[config.mk]
export PLATFORM = sky130hd
export DESIGN_NAME = tick_timer
export DESIGN_NICKNAME = d
export VERILOG_FILES = /design/src/rtl/tt_pkg.sv /design/src/rtl/tt_ctrl.sv /design/src/rtl/tt_match.sv /design/src/rtl/tt_count.sv /design/src/rtl/tick_timer.sv
export SDC_FILE = /design/constraint.sdc
export NUM_CORES = 1
export LEC_CHECK = 0
export ABC_CLOCK_PERIOD_IN_PS = 2400
export BUFFER_PORTS_ARGS = -buffer_cell sky130_fd_sc_hd__buf_2
export CORE_MARGIN = 2
export CORE_UTILIZATION = 52
export CTS_CLUSTER_DIAMETER = 100
export DETAILED_ROUTE_END_ITERATION = 6
export PLACE_DENSITY = 0.78
export SYNTH_ARGS = -nofsm -noshare
export SYNTH_HDL_FRONTEND = slang
export SYNTH_SLANG_ARGS = --single-unit
[constraint.sdc]
create_clock -name clk -period 2.4 [get_ports clk]
set_input_delay 0.48 -clock clk [delete_from_list [all_inputs] [get_ports clk]]
set_output_delay 0.48 -clock clk [all_outputs]
set_load 0.01 [all_outputs]
[src/rtl/tt_pkg.sv]
package tt_pkg;
  typedef enum logic [1:0] {
    TT_OFF     = 2'b00,
    TT_RESTART = 2'b01,
    TT_ONESHOT = 2'b10,
    TT_FREE    = 2'b11
  } tt_mode_e;

  typedef enum logic {
    TT_SEL_CTRL  = 1'b0,
    TT_SEL_COUNT = 1'b1
  } tt_sel_e;
endpackage

[src/rtl/tt_ctrl.sv]
module tt_ctrl
  import tt_pkg::*;
#(
  parameter int DATA_W = 32
) (
  input  logic              clk,
  input  logic              rst_n,
  input  logic              wr_ctrl,
  input  logic [DATA_W-1:0] wr_data,
  input  logic              match_evt,
  output tt_mode_e          mode_o,
  output logic              ie_o,
  output logic              pend_o,
  output logic [DATA_W-5:0] match_o,
  output logic              run_o,
  output logic [DATA_W-1:0] word_o
);
  localparam int MODE_HI  = DATA_W - 1;
  localparam int IE_BIT   = DATA_W - 3;
  localparam int PEND_BIT = DATA_W - 4;
  localparam int MATCH_W  = DATA_W - 4;

  tt_mode_e          mode_q;
  logic              ie_q, pend_q, run_q;
  logic [MATCH_W-1:0] match_q;
  tt_mode_e          wr_mode;

  assign wr_mode = tt_mode_e'(wr_data[MODE_HI -: 2]);

  // run state: only a change of mode field starts or stops; one-shot match stops
  function automatic logic f_next_run(input logic wr, input tt_mode_e cur,
                                      input tt_mode_e nxt, input logic run,
                                      input logic hit);
    if (wr && (nxt != cur)) return (nxt != TT_OFF);
    if (hit && (cur == TT_ONESHOT)) return 1'b0;
    return run;
  endfunction

  // pending: software may keep (1) or clear (0), never set; match sets
  function automatic logic f_next_pend(input logic wr, input logic keep,
                                       input logic pend, input logic hit);
    logic p;
    p = wr ? (keep & pend) : pend;
    return p | hit;
  endfunction

  always_ff @(posedge clk or negedge rst_n) begin
    if (!rst_n) begin
      mode_q  <= TT_OFF;
      ie_q    <= 1'b0;
      pend_q  <= 1'b0;
      run_q   <= 1'b0;
      match_q <= '0;
    end else begin
      run_q  <= f_next_run(wr_ctrl, mode_q, wr_mode, run_q, match_evt);
      pend_q <= f_next_pend(wr_ctrl, wr_data[PEND_BIT], pend_q, match_evt);
      if (wr_ctrl) begin
        mode_q  <= wr_mode;
        ie_q    <= wr_data[IE_BIT];
        match_q <= wr_data[MATCH_W-1:0];
      end
    end
  end

  assign mode_o  = mode_q;
  assign ie_o    = ie_q;
  assign pend_o  = pend_q;
  assign match_o = match_q;
  assign run_o   = run_q;
  assign word_o  = {mode_q, ie_q, pend_q, match_q};
endmodule

[src/rtl/tt_match.sv]
module tt_match #(
  parameter int DATA_W = 32
) (
  input  logic [DATA_W-5:0] count_lo,
  input  logic [DATA_W-5:0] match_val,
  input  logic              run,
  output logic              hit
);
  function automatic logic f_hit(input logic [DATA_W-5:0] c,
                                 input logic [DATA_W-5:0] m,
                                 input logic r);
    return r && (c == m);
  endfunction

  assign hit = f_hit(count_lo, match_val, run);
endmodule

[src/rtl/tt_count.sv]
module tt_count
  import tt_pkg::*;
#(
  parameter int DATA_W = 32
) (
  input  logic              clk,
  input  logic              rst_n,
  input  logic              load,
  input  logic [DATA_W-1:0] load_val,
  input  logic              run,
  input  logic              match_evt,
  input  tt_mode_e          mode,
  output logic [DATA_W-1:0] count_o
);
  logic [DATA_W-1:0] count_q;

  function automatic logic [DATA_W-1:0] f_advance(input logic [DATA_W-1:0] c,
                                                  input tt_mode_e m,
                                                  input logic hit);
    if (hit && (m == TT_RESTART)) return '0;
    if (hit && (m == TT_ONESHOT)) return c;
    return c + DATA_W'(1);
  endfunction

  always_ff @(posedge clk or negedge rst_n) begin
    if (!rst_n)      count_q <= '0;
    else if (load)   count_q <= load_val;
    else if (run)    count_q <= f_advance(count_q, mode, match_evt);
  end

  assign count_o = count_q;
endmodule

[src/rtl/tick_timer.sv]
module tick_timer
  import tt_pkg::*;
#(
  parameter int DATA_W = 32
) (
  input  logic              clk,
  input  logic              rst_n,
  input  logic              wr_en,
  input  logic              reg_sel,
  input  logic [DATA_W-1:0] wr_data,
  output logic [DATA_W-1:0] rd_data,
  output logic              irq
);
  localparam int MATCH_W = DATA_W - 4;

  tt_sel_e            sel;
  logic               wr_ctrl, wr_cnt;
  tt_mode_e           mode_q;
  logic               ie_q, pend_q, run_q, match_evt;
  logic [MATCH_W-1:0] match_q;
  logic [DATA_W-1:0]  ctrl_word, count_q;

  assign sel     = tt_sel_e'(reg_sel);
  assign wr_ctrl = wr_en && (sel == TT_SEL_CTRL);
  assign wr_cnt  = wr_en && (sel == TT_SEL_COUNT);

  tt_ctrl #(.DATA_W(DATA_W)) u_ctrl (
    .clk(clk), .rst_n(rst_n), .wr_ctrl(wr_ctrl), .wr_data(wr_data),
    .match_evt(match_evt), .mode_o(mode_q), .ie_o(ie_q), .pend_o(pend_q),
    .match_o(match_q), .run_o(run_q), .word_o(ctrl_word)
  );

  tt_match #(.DATA_W(DATA_W)) u_match (
    .count_lo(count_q[MATCH_W-1:0]), .match_val(match_q), .run(run_q),
    .hit(match_evt)
  );

  tt_count #(.DATA_W(DATA_W)) u_count (
    .clk(clk), .rst_n(rst_n), .load(wr_cnt), .load_val(wr_data),
    .run(run_q), .match_evt(match_evt), .mode(mode_q), .count_o(count_q)
  );

  assign rd_data = (sel == TT_SEL_COUNT) ? count_q : ctrl_word;
  assign irq     = pend_q & ie_q;
endmodule

==> results of run 1 <==
[worst min path at each step]
stage	start	end	slack [ns]	depth (start not counted)
2_1_floorplan	rst_n	u_count.count_o[0]$_DFFE_PN0P_	0.18	0
3_5_place_dp	u_ctrl.ie_o$_DFFE_PN0P_	u_ctrl.ie_o$_DFFE_PN0P_	0.49	2
4_1_cts	rst_n	u_ctrl.match_o[23]$_DFFE_PN0P_	0.20	1
3_3_place_gp	u_ctrl.ie_o$_DFFE_PN0P_	u_ctrl.ie_o$_DFFE_PN0P_	0.48	2
6_report	rst_n	u_ctrl.match_o[23]$_DFFE_PN0P_	0.18	1
5_1_grt	rst_n	u_ctrl.match_o[26]$_DFFE_PN0P_	0.23	1
[synth_stat cells (5+ instances only)]
library cell,number
sky130_fd_sc_hd__nand3_1,22
sky130_fd_sc_hd__inv_1,17
sky130_fd_sc_hd__mux2_2,30
sky130_fd_sc_hd__or3_1,7
sky130_fd_sc_hd__nand4_1,5
sky130_fd_sc_hd__clkbuf_1,15
sky130_fd_sc_hd__nor2b_1,5
sky130_fd_sc_hd__nor3_1,12
sky130_fd_sc_hd__o21ai_1,5
sky130_fd_sc_hd__nand2_1,131
sky130_fd_sc_hd__and2_1,7
sky130_fd_sc_hd__a21oi_1,19
sky130_fd_sc_hd__o21ai_0,16
sky130_fd_sc_hd__and3_1,9
sky130_fd_sc_hd__nor2_1,10
sky130_fd_sc_hd__a221o_1,5
sky130_fd_sc_hd__buf_2,5
sky130_fd_sc_hd__dfrtp_1,65
sky130_fd_sc_hd__o211ai_1,8
sky130_fd_sc_hd__a32oi_1,6
sky130_fd_sc_hd__xor2_1,20
[power by group through the flow]
stage / Combinational (mW) / Clock [mW] / Sequential [mW]
2_1_floorplan: 1.01 / 0 / 1.55
3_3_place_gp: 1.62 / 0 / 1.54
3_5_place_dp: 1.64 / 0 / 1.55
4_1_cts: 1.68 / 0.859 / 1.54
5_1_grt: 1.94 / 0.898 / 1.58
6_report: 1.79 / 0.853 / 1.54
[area by class of cell]
type | count | area (µm²) | share of cell area [%]
well taps | 102 | 128 | 2.45
clock buffers | 13 | 169 | 3.24
multi-input cells | 378 | 2410 | 46.3
flip-flops and latches | 65 | 1630 | 31.2
inverters | 17 | 63.8 | 1.22
repair buffers | 130 | 807 | 15.5
[cell families after synthesis]
logic type / Yosys count / synth area share [%]
simple gates: 236 / 27.9
fa+ha+maj: 1 / 0.297
mux: 31 / 8.26
flops: 65 / 38.6
compound gates: 88 / 15.5
xor+xnor: 21 / 4.37
buf+inv: 45 / 4.96
[flip-flops by register name (all words and copies together) (netlist names)]
register and cells:
u_count.count_o 32, u_ctrl.ie_o 1, u_ctrl.match_o 28, u_ctrl.mode_o 2, u_ctrl.pend_o 1, u_ctrl.run_o 1
[layer usage]
layer  part of all wire, %  up-vias
li1                      -     1941
met1                    41     1999
met2                    47      203
met3                   8.2       41
met4                   3.1        0
met5                     0        -
[per-stage QoR]
step / instances / power [mW]
finish: 705 / 4.18
global route: 705 / 4.41
CTS: 694 / 4.08
detailed placement: 676 / 3.20
global placement: 676 / 3.16
floorplan: 487 / 2.56
[timing repair]
action / in CTS / in global routing
cloned: 0 / 2
setup endpoints to repair: 4 / 30
pin swaps: 2 / 8
setup buffers: 5 / 9
gates resized for setup: 0 / 10
==> out/results.tsv, run 1 <==
metric	value	unit
status	complete, no violations	
global_route.overflow_total	0	
swShare	38.6	%
pwr_density_cell	803	nW/µm²
synth_async_sr_flop_share	100	%
postSynthCellCount	487	
port-buffer-count	68	
pwr-share-seq	36.8	%
final_hold_viol_count	0	
grt.met2_usage	47.6	%
vias	4184	
clock_skew	0.00876	ns
tritoncts	done	
post-synth-top-area-cell	sky130_fd_sc_hd__dfrtp_1	
synth.cell_area	4210	µm²
crit_chain	xor2_1, nor4_2, buf_4, nand2_1, nor4_4, buf_4, nor2_2, buf_4, a32oi_2, nand3_1	
clock_insertion_delay_worst_skew	0.35	ns
synth_edf_count	0	
gpl.final_weighted_congestion	0.949	
avgSynthCellArea	8.65	µm²
crit_path_start	u_count.count_o[9]$_DFFE_PN0P_	
max-cap-violations	0	
hold_class	in2async	
timing_worst_setup_path_type	reg2reg	
finalHoldWorstSlack	0.183	ns
critical_path.endpoint	u_count.count_o[27]$_DFFE_PN0P_	
floorplan.core_area	7770	µm²
groute.layer.met1.usage	38.3	%
fillCellCount	651	
setup_repair_after_global_routing_missed_its_margin	yes	
report.final.setup_viol	0	
reg2reg_depth	10	
wire_per_inst	18.0	µm
cp_data_arrival_time	2.59	ns
cp.depth	10	
startpoint_type	flip-flop	
dieHeight	94.0	µm
drt-total-wl	12.7	mm
dominantRegCellSynth	sky130_fd_sc_hd__dfrtp_1	
clockBufferDepth	2	
share_of_post_route_cells_with_drive_strength_above_1	33.0	%
worst_setup_hold_path_clk_slew	0.07	ns
final_core_utilization	67.1	%
dominant_delay_contributor_by_cell_family_on_the_critical_path	simple AND/OR/NAND/NOR gates	
timing.final.crit_share	98.4	%
internal_power	2.57	mW
yosysWarnings	0	
cp_num_buf_inv	3	
worst_r2r_endpoint	u_count.count_o[27]$_DFFE_PN0P_	
postRouteAntennaNets	0	
initial_standard_cell_utilization_of_the_core	54.2	%
io_pins	69	
number_of_distinct_library_cells_after_synthesis	57	
setup.reg_to_reg.worst_slack	0.04	ns
die_width	94.0	µm
placedInstanceArea	4890	µm²
finalWorstPathRequiredPeriod	2.36	ns
clock-sinks	65	
mostFrequentLayoutCell	sky130_fd_sc_hd__nand2_1	
busiest_layer	met2	
drc_errors	0	
synthesis.nets	524	
ys_seq_elements	65	
number_of_global_route_vias_before_repair	4264	
cellLeakagePower	2.52	nW
max_clock_freq	0.423	GHz
slew_headroom	52.0	%
grt_max_degree	31	
clock_tree.root_cell	sky130_fd_sc_hd__clkbuf_8	
fp.dieArea	8830	µm²
tightestPinTransition	0.719	ns
r2r_start	u_count.count_o[9]$_DFFE_PN0P_	
crit_path_frequent_cell	sky130_fd_sc_hd__buf_4	
combPwrFrac	42.8	%
dr.pass1.iters	6	
crit_path_max_fanout	4	
worst_ep_required_time	2.63	ns
postCtsHoldBufs	0	
layout_common_cells	131 x sky130_fd_sc_hd__nand2_1, 69 x sky130_fd_sc_hd__buf_2, 64 x sky130_fd_sc_hd__dfrtp_1	
max_stage_delay	0.40	ns
insertedDiodeCount	0	
antenna_found_initial	0	
pre_cts_slack	-0.0468	ns
rows	32	
synth_seq_area_share	38.6	%
grt_first_pass_wirelength	20.3	mm
critical-path-slowest-cell	sky130_fd_sc_hd__dfrtp_1	
postLayoutCellArea	5210	µm²
cts_bufs_inserted	9	
end_kind	flip-flop	
dpl.hpwl	8.97	mm
power_switching	1.61	mW
final_nets	638	
timing.setup.tns	0	ns
fin_ws	0.0385	ns
yosysTopAreaCellShare	38.6	%
areaGrowthSynthToFinish	23.7	%
clockPowerShare	20.4	%
detail_route.iter0.violations	333	
report.final.slew_viol_count	0	
gr_util_met3	5.06	%
post_drt_via_cell_ratio	5.93	
global_route.usage.total	29.7	%
worst_ir_drop_on_vdd	0.395	mV
post_synth_main_area_contributors	sky130_fd_sc_hd__dfrtp_1 39%, sky130_fd_sc_hd__nand2_1 12%, sky130_fd_sc_hd__mux2_2 8.0%	
ctsHtreeMaxLevel	3	
No activity file was read; power rests on OpenSTA's default activity.
==> run 2, diff against run 1 <==
--- a/config.mk
+++ b/config.mk
@@ -12,6 +12,7 @@
 export CTS_CLUSTER_DIAMETER = 100
 export DETAILED_ROUTE_END_ITERATION = 6
 export PLACE_DENSITY = 0.78
+export REMOVE_ABC_BUFFERS = 1
 export SYNTH_ARGS = -nofsm -noshare
 export SYNTH_HDL_FRONTEND = slang
 export SYNTH_SLANG_ARGS = --single-unit
==> out/results.tsv, run 2 (synthesis gave the netlist of run 1 again) <==
metric	value	unit	change
placedInstanceArea	4920	µm²	was 4890 µm²
critical-path-slowest-cell	sky130_fd_sc_hd__or4_4		was sky130_fd_sc_hd__dfrtp_1
drt-total-wl	12.9	mm	was 12.7 mm
reg2reg_depth	9		was 10
hold_class	in2async		unchanged
gpl.final_weighted_congestion	0.960		was 0.949
max-cap-violations	0		unchanged
worst_r2r_endpoint	u_count.count_o[13]$_DFFE_PN0P_		was u_count.count_o[27]$_DFFE_PN0P_
cp_data_arrival_time	2.64	ns	was 2.59 ns
timing.final.crit_share	100	%	was 98.4%
io_pins	69		unchanged
slew_headroom	54.3	%	was 52.0%
timing_worst_setup_path_type	reg2reg		unchanged
area_used_by_sequential_logic_in_the_layout	1630	µm²	unchanged
tightestPinTransition	0.685	ns	was 0.719 ns
postRouteAntennaNets	0		unchanged
ctsHtreeMaxLevel	3		unchanged
global_route.overflow_total	0		unchanged
swShare	37.9	%	was 38.6%
clock_skew	0.0116	ns	was 0.00876 ns
detail_route.iter0.violations	417		was 333
combPwrFrac	42.9	%	was 42.8%
r2r_start	u_ctrl.match_o[12]$_DFFE_PN0P_		was u_count.count_o[9]$_DFFE_PN0P_
grt_first_pass_wirelength	20.2	mm	was 20.3 mm
initial_standard_cell_utilization_of_the_core	54.2	%	unchanged
crit_chain	xor2_1, nor4_2, nand4_1, or4_4, nand3_4, buf_6, buf_4, o31a_1, o21ai_1		was xor2_1, nor4_2, buf_4, nand2_1, nor4_4, buf_4, nor2_2, buf_4, a32oi_2, nand3_1
antenna_found_initial	0		unchanged
grt_max_degree	39		was 31
rows	32		unchanged
areaGrowthSynthToFinish	27.4	%	was 23.7%
cellLeakagePower	2.59	nW	was 2.52 nW
dpl.hpwl	9.12	mm	was 8.97 mm
crit_path_max_fanout	6		was 4
clock_insertion_delay_worst_skew	0.35	ns	about the same
postLayoutCellArea	5360	µm²	was 5210 µm²
internal_power	2.75	mW	was 2.57 mW
fp.dieArea	8830	µm²	unchanged
clock-sinks	65		unchanged
report.final.setup_viol	2		was 0
clock_tree.root_cell	sky130_fd_sc_hd__clkbuf_8		unchanged
final_nets	641		was 638
fillCellCount	619		was 651
setup.reg_to_reg.worst_slack	-0.01	ns	was 0.04 ns
multiInputGateArea	2430	µm²	was 2410 µm²
die_width	94.0	µm	unchanged
pre_cts_slack	-0.00697	ns	was -0.0468 ns
vias	4263		was 4184
share_of_post_route_cells_with_drive_strength_above_1	33.7	%	was 33.0%
postCtsHoldBufs	0		unchanged
drc_errors	0		unchanged
dieHeight	94.0	µm	unchanged
cts_bufs_inserted	9		unchanged
max_stage_delay	0.50	ns	was 0.40 ns
clockBufferDepth	2		unchanged
tritoncts	done		unchanged
worst_ep_required_time	2.63	ns	about the same
number_of_global_route_vias_before_repair	4144		was 4264
final_hold_viol_count	0		unchanged
worst_ir_drop_on_vdd	0.489	mV	was 0.395 mV
layout_common_cells	131 x sky130_fd_sc_hd__nand2_1, 68 x sky130_fd_sc_hd__buf_2, 64 x sky130_fd_sc_hd__dfrtp_1		was 131 x sky130_fd_sc_hd__nand2_1, 69 x sky130_fd_sc_hd__buf_2, 64 x sky130_fd_sc_hd__dfrtp_1
mostFrequentLayoutCell	sky130_fd_sc_hd__nand2_1		unchanged
global_route.usage.total	29.9	%	was 29.7%
insertedDiodeCount	0		unchanged
fin_ws	-0.0103	ns	was 0.0385 ns
worst_setup_hold_path_clk_slew	0.07	ns	about the same
pwr_density_cell	826	nW/µm²	was 803 nW/µm²
max_clock_freq	0.415	GHz	was 0.423 GHz
post_drt_via_cell_ratio	6.00		was 5.93
power_switching	1.68	mW	was 1.61 mW
cp_num_buf_inv	2		was 3
dominant_delay_contributor_by_cell_family_on_the_critical_path	simple AND/OR/NAND/NOR gates		unchanged
finalWorstPathRequiredPeriod	2.41	ns	was 2.36 ns
floorplan.core_area	7770	µm²	unchanged
pwr-share-seq	34.6	%	was 36.8%
report.final.slew_viol_count	0		unchanged
startpoint_type	flip-flop		unchanged
wire_per_inst	18.2	µm	was 18.0 µm
dr.pass1.iters	6		unchanged
clockPowerShare	22.5	%	was 20.4%
violated_checks	setup timing		
port-buffer-count	68		unchanged
setup_repair_after_global_routing_missed_its_margin	yes		unchanged
largest_register_ff_count	32		unchanged
status	finished with violations		was complete, no violations
end_kind	flip-flop		unchanged
run 2: stage by stage:
stage	hold slack, ns	TNS [ns]	util [%]	total power [mW]	cells
3_5_place_dp	0.501	-0.00697	63.4	3.23	677
6_report	0.162	-0.0106	69.0	4.43	711
2_1_floorplan	0.184	-3.53	-	2.48	459
5_1_grt	0.207	-0.985	69.0	4.67	711
4_1_cts	0.184	0	66.3	4.24	696
3_3_place_gp	0.480	0	63.4	3.17	677
run 2: timing repair:
| item | 4_1_cts | 5_1_grt |
|---|---|---|
| buffers inserted | 3 | 15 |
| setup endpoints to repair | 4 | 27 |
| pin swaps | 1 | 13 |
| resized for setup | 0 | 18 |
| hold endpoints to repair | 0 | 0 |
run 2: final cells by class:
type / count / area share (%)
multi-input cells: 377 / 45.3
flip-flops and latches: 65 / 30.4
repair buffers: 134 / 16.9
clock buffers: 14 / 3.22
well taps: 102 / 2.38
inverters: 17 / 1.19
clock inverters: 2 / 0.653
run 2: layer usage:
metal	wire (µm)	track usage, %	up-vias	share of wire, %
met5	0	0	-	0
li1	-	-	1958	-
met3	1080	5.54	35	8.3
met2	6120	49.1	244	47
met1	5340	39.3	2026	41
met4	382	11.4	0	3.0
run 2: worst max-delay path by stage:
stage | from | to | slack [ns] | cells past startpoint
2_1_floorplan | u_count.count_o[5]$_DFFE_PN0P_ | u_count.count_o[16]$_DFFE_PN0P_ | -0.21 | 7
3_3_place_gp | u_count.count_o[5]$_DFFE_PN0P_ | u_count.count_o[9]$_DFFE_PN0P_ | 0.08 | 7
3_5_place_dp | u_count.count_o[5]$_DFFE_PN0P_ | u_count.count_o[15]$_DFFE_PN0P_ | -0.007 | 7
4_1_cts | u_count.count_o[5]$_DFFE_PN0P_ | u_count.count_o[30]$_DFFE_PN0P_ | 0.01 | 7
5_1_grt | u_ctrl.match_o[1]$_DFFE_PN0P_ | u_count.count_o[10]$_DFFE_PN0P_ | -0.18 | 9
6_report | u_ctrl.match_o[12]$_DFFE_PN0P_ | u_count.count_o[13]$_DFFE_PN0P_ | -0.01 | 9
run 2: power groups by stage:
stage                     registers (mW)  logic (mW)  clock network (mW)
final                               1.54        1.90               0.996
after global routing                1.56        2.05                1.05
after CTS                           1.53        1.71                1.00
after detailed placement            1.55        1.68                   0
after global placement              1.53        1.64                   0
after floorplan                     1.58       0.895                   0
==> run 3, diff against run 2 <==
--- a/config.mk
+++ b/config.mk
@@ -5,13 +5,14 @@
 export SDC_FILE = /design/constraint.sdc
 export NUM_CORES = 1
 export LEC_CHECK = 0
+export ABC_AREA = 1
 export ABC_CLOCK_PERIOD_IN_PS = 2400
 export BUFFER_PORTS_ARGS = -buffer_cell sky130_fd_sc_hd__buf_2
 export CORE_MARGIN = 2
-export CORE_UTILIZATION = 52
+export CORE_UTILIZATION = 53
 export CTS_CLUSTER_DIAMETER = 100
 export DETAILED_ROUTE_END_ITERATION = 6
-export PLACE_DENSITY = 0.78
+export PLACE_DENSITY = 0.79
 export REMOVE_ABC_BUFFERS = 1
 export SYNTH_ARGS = -nofsm -noshare
 export SYNTH_HDL_FRONTEND = slang
==> out/results.tsv, run 3 <==
metric	value	unit	change
io_pins	69		unchanged
timing_worst_setup_path_type	reg2reg		unchanged
detail_route.iter0.violations	427		was 417
tritoncts	done		unchanged
yosysWarnings	0		unchanged
hold_class	in2async		unchanged
clock_skew	0.0128	ns	was 0.0116 ns
vias	5160		was 4263
crit_path_max_fanout	7		was 6
die_width	98.5	µm	was 94.0 µm
global_route.usage.total	34.1	%	was 29.9%
areaGrowthSynthToFinish	14.7	%	was 27.4%
startpoint_type	flip-flop		unchanged
mostFrequentLayoutCell	sky130_fd_sc_hd__nand2_1		unchanged
max_clock_freq	0.437	GHz	was 0.415 GHz
final_core_utilization	62.6	%	was 69.0%
end_kind	flip-flop		unchanged
final_hold_viol_count	0		unchanged
cp_num_buf_inv	1		was 2
share_of_post_route_cells_with_drive_strength_above_1	15.1	%	was 33.7%
postLayoutCellArea	5430	µm²	was 5360 µm²
busiest_layer	met2		unchanged
slew_headroom	56.0	%	was 54.3%
floorplan.core_area	8680	µm²	was 7770 µm²
avgSynthCellArea	6.06	µm²	was 8.65 µm²
post-synth-top-area-cell	sky130_fd_sc_hd__dfrtp_1		unchanged
synth.cell_area	4740	µm²	was 4210 µm²
synth_seq_area_share	34.3	%	was 38.6%
clockBufferDepth	2		unchanged
fp.dieArea	9710	µm²	was 8830 µm²
groute.layer.met1.usage	48.1	%	was 39.3%
clock-sinks	65		unchanged
pre_cts_slack	0.0550	ns	was -0.00697 ns
timing.setup.tns	0	ns	was -0.0106 ns
max-cap-violations	0		unchanged
setup.reg_to_reg.worst_slack	0.11	ns	was -0.01 ns
most_numerous_cell_in_the_yosys_netlist	sky130_fd_sc_hd__nand2_1		unchanged
ctsHtreeMaxLevel	3		unchanged
cts_bufs_inserted	9		unchanged
setup_repair_after_global_routing_missed_its_margin	no		was yes
gpl.final_weighted_congestion	1.04		was 0.960
synth_commonest_cells	309 x sky130_fd_sc_hd__nand2_1, 86 x sky130_fd_sc_hd__inv_1, 70 x sky130_fd_sc_hd__nand3_1		was 131 x sky130_fd_sc_hd__nand2_1, 65 x sky130_fd_sc_hd__dfrtp_1, 30 x sky130_fd_sc_hd__mux2_2
gr_util_met3	7.73	%	was 5.54%
grt_first_pass_wirelength	25.9	mm	was 20.2 mm
tightestPinTransition	0.655	ns	was 0.685 ns
post_synth_main_area_contributors	sky130_fd_sc_hd__dfrtp_1 34%, sky130_fd_sc_hd__nand2_1 24%, sky130_fd_sc_hd__nand3_1 7.4%		was sky130_fd_sc_hd__dfrtp_1 39%, sky130_fd_sc_hd__nand2_1 12%, sky130_fd_sc_hd__mux2_2 8.0%
synth_async_sr_flop_share	100	%	unchanged
grt.met2_usage	51.8	%	was 49.1%
grt_max_degree	35		was 39
report.final.setup_viol	0		was 2
drc_errors	0		unchanged
pwr_density_cell	814	nW/µm²	was 826 nW/µm²
dieHeight	98.5	µm	was 94.0 µm
crit_chain	ha_1, nand4_2, nor2_2, nand3_1, nor2_1, nand2_1, xor2_1, inv_1, nand2_1, nand2_1		was xor2_1, nor4_2, nand4_1, or4_4, nand3_4, buf_6, buf_4, o31a_1, o21ai_1
power_switching	1.89	mW	was 1.68 mW
wire_per_inst	16.5	µm	was 18.2 µm
number_of_global_route_vias_before_repair	5076		was 4144
dr.pass1.iters	5		was 6
postRouteAntennaNets	0		unchanged
global_route.overflow_total	0		unchanged
antenna_found_initial	0		unchanged
swShare	42.9	%	was 37.9%
combPwrFrac	36.7	%	was 42.9%
worst_setup_hold_path_clk_slew	0.08	ns	was 0.07 ns
drt-total-wl	15.8	mm	was 12.9 mm
initial_standard_cell_utilization_of_the_core	54.6	%	was 54.2%
worst_ep_required_time	2.65	ns	was 2.63 ns
critical-path-slowest-cell	sky130_fd_sc_hd__dfrtp_1		was sky130_fd_sc_hd__or4_4
cellLeakagePower	2.90	nW	was 2.59 nW
clockPowerShare	24.4	%	was 22.5%
cp.depth	10		was 9
final_nets	878		was 641
number_of_distinct_library_cells_after_synthesis	33		was 57
post_drt_via_cell_ratio	5.41		was 6.00
fillCellCount	865		was 619
placedInstanceArea	5180	µm²	was 4920 µm²
crit_path_frequent_cell	sky130_fd_sc_hd__nand2_1		
dominantRegCellSynth	sky130_fd_sc_hd__dfrtp_1		unchanged
status	complete, no violations		was finished with violations
pwr-share-seq	38.8	%	was 34.6%
worst_ir_drop_on_vdd	0.442	mV	was 0.489 mV
fin_ws	0.111	ns	was -0.0103 ns
port-buffer-count	68		unchanged
max_stage_delay	0.50	ns	about the same
dominant_delay_contributor_by_cell_family_on_the_critical_path	simple AND/OR/NAND/NOR gates		unchanged
layout_common_cells	309 x sky130_fd_sc_hd__nand2_1, 86 x sky130_fd_sc_hd__inv_1, 70 x sky130_fd_sc_hd__nand3_1		was 131 x sky130_fd_sc_hd__nand2_1, 68 x sky130_fd_sc_hd__buf_2, 64 x sky130_fd_sc_hd__dfrtp_1
timing.final.crit_share	95.4	%	was 100%
yosysTopAreaCellShare	34.3	%	was 38.6%
finalWorstPathRequiredPeriod	2.29	ns	was 2.41 ns
cp_data_arrival_time	2.54	ns	was 2.64 ns
postSynthCellCount	781		was 487
dpl.hpwl	11.9	mm	was 9.12 mm
ys_seq_elements	65		unchanged
internal_power	2.52	mW	was 2.75 mW
rows	34		was 32
total_power	4.42	mW	was 4.43 mW
report.final.slew_viol_count	0		unchanged
reg2reg_depth	10		was 9
largest_register_ff_count	32		unchanged
clock_tree.root_cell	sky130_fd_sc_hd__clkbuf_8		unchanged
synth_edf_count	0		unchanged
clock_insertion_delay_worst_skew	0.35	ns	about the same
insertedDiodeCount	0		unchanged
-- run 3: cell types whose count changed in the layout (fill, tap and decap cells not counted), sizes merged, moves of 30 or more --
cell / previous run / this run
nand2: 131 / 310
o21ai: 21 / 68
inv: 17 / 101
nor2: 10 / 64
nand3: 25 / 70
mux2: 30 / 0
buf: 134 / 87
-- run 3: power groups by stage --
| stage | clock network, mW | logic (mW) | registers, mW |
|---|---|---|---|
| floorplan | 0 | 1.06 | 1.60 |
| global placement | 0 | 1.57 | 1.71 |
| detailed placement | 0 | 1.58 | 1.72 |
| CTS | 1.09 | 1.59 | 1.70 |
| global route | 1.13 | 1.86 | 1.76 |
| finish | 1.08 | 1.62 | 1.72 |
-- run 3: what timing repair did --
action                     CTS  global route
buffers inserted             0             1
resized for setup            0             6
setup endpoints to repair    0            33
hold buffers                 0             0
-- run 3: kinds of logic (layout without fill, tap and decap cells) --
logic type,count (synthesis),after routing,synth area share [%]
adders and majority gates,1,1,0.264
buffers and inverters,142,207,12.1
AOI/OAI and AO/OA,87,87,9.56
xor gates and xnor gates,19,19,3.51
and+or+nand+nor,467,467,40.2
DFF,65,65,34.3
-- run 3: worst paths after layout --
| path | start | end |
|---|---|---|
| max | u_count.count_o[1]$_DFFE_PN0P_ | u_count.count_o[28]$_DFFE_PN0P_ |
| min | rst_n | u_count.count_o[1]$_DFFE_PN0P_ |
| max reg2reg | u_count.count_o[1]$_DFFE_PN0P_ | u_count.count_o[28]$_DFFE_PN0P_ |
| min reg2reg | u_ctrl.ie_o$_DFFE_PN0P_ | u_ctrl.ie_o$_DFFE_PN0P_ |
| max in group asynchronous | rst_n | u_count.count_o[5]$_DFFE_PN0P_ |
| min in group clk | wr_data[17] | u_ctrl.match_o[17]$_DFFE_PN0P_ |
-- run 3: through the flow --
stage | instances | hold slack (ns)
floorplan | 743 | 0.184
global placement | 937 | 0.446
detailed placement | 937 | 0.452
CTS | 953 | 0.0699
global route | 954 | 0.0950
finish | 954 | 0.0677
-- run 3: layer usage --
layer / wire [µm] / vias to the layer above
li1: - / 2534
met1: 7000 / 2369
met2: 7030 / 223
met3: 1290 / 34
met4: 442 / 0
met5: 0 / -
-- run 3: layout make-up --
cell class / count / area [µm²] / share of cell area (%)
Clock inverter: 5 / 78.8 / 1.45
Timing Repair Buffer: 87 / 508 / 9.35
Inverter: 104 / 390 / 7.19
Clock buffer: 11 / 141 / 2.60
Tap cell: 108 / 135 / 2.49
Multi-Input combinational cell: 574 / 2550 / 46.9
Sequential cell: 65 / 1630 / 30.0
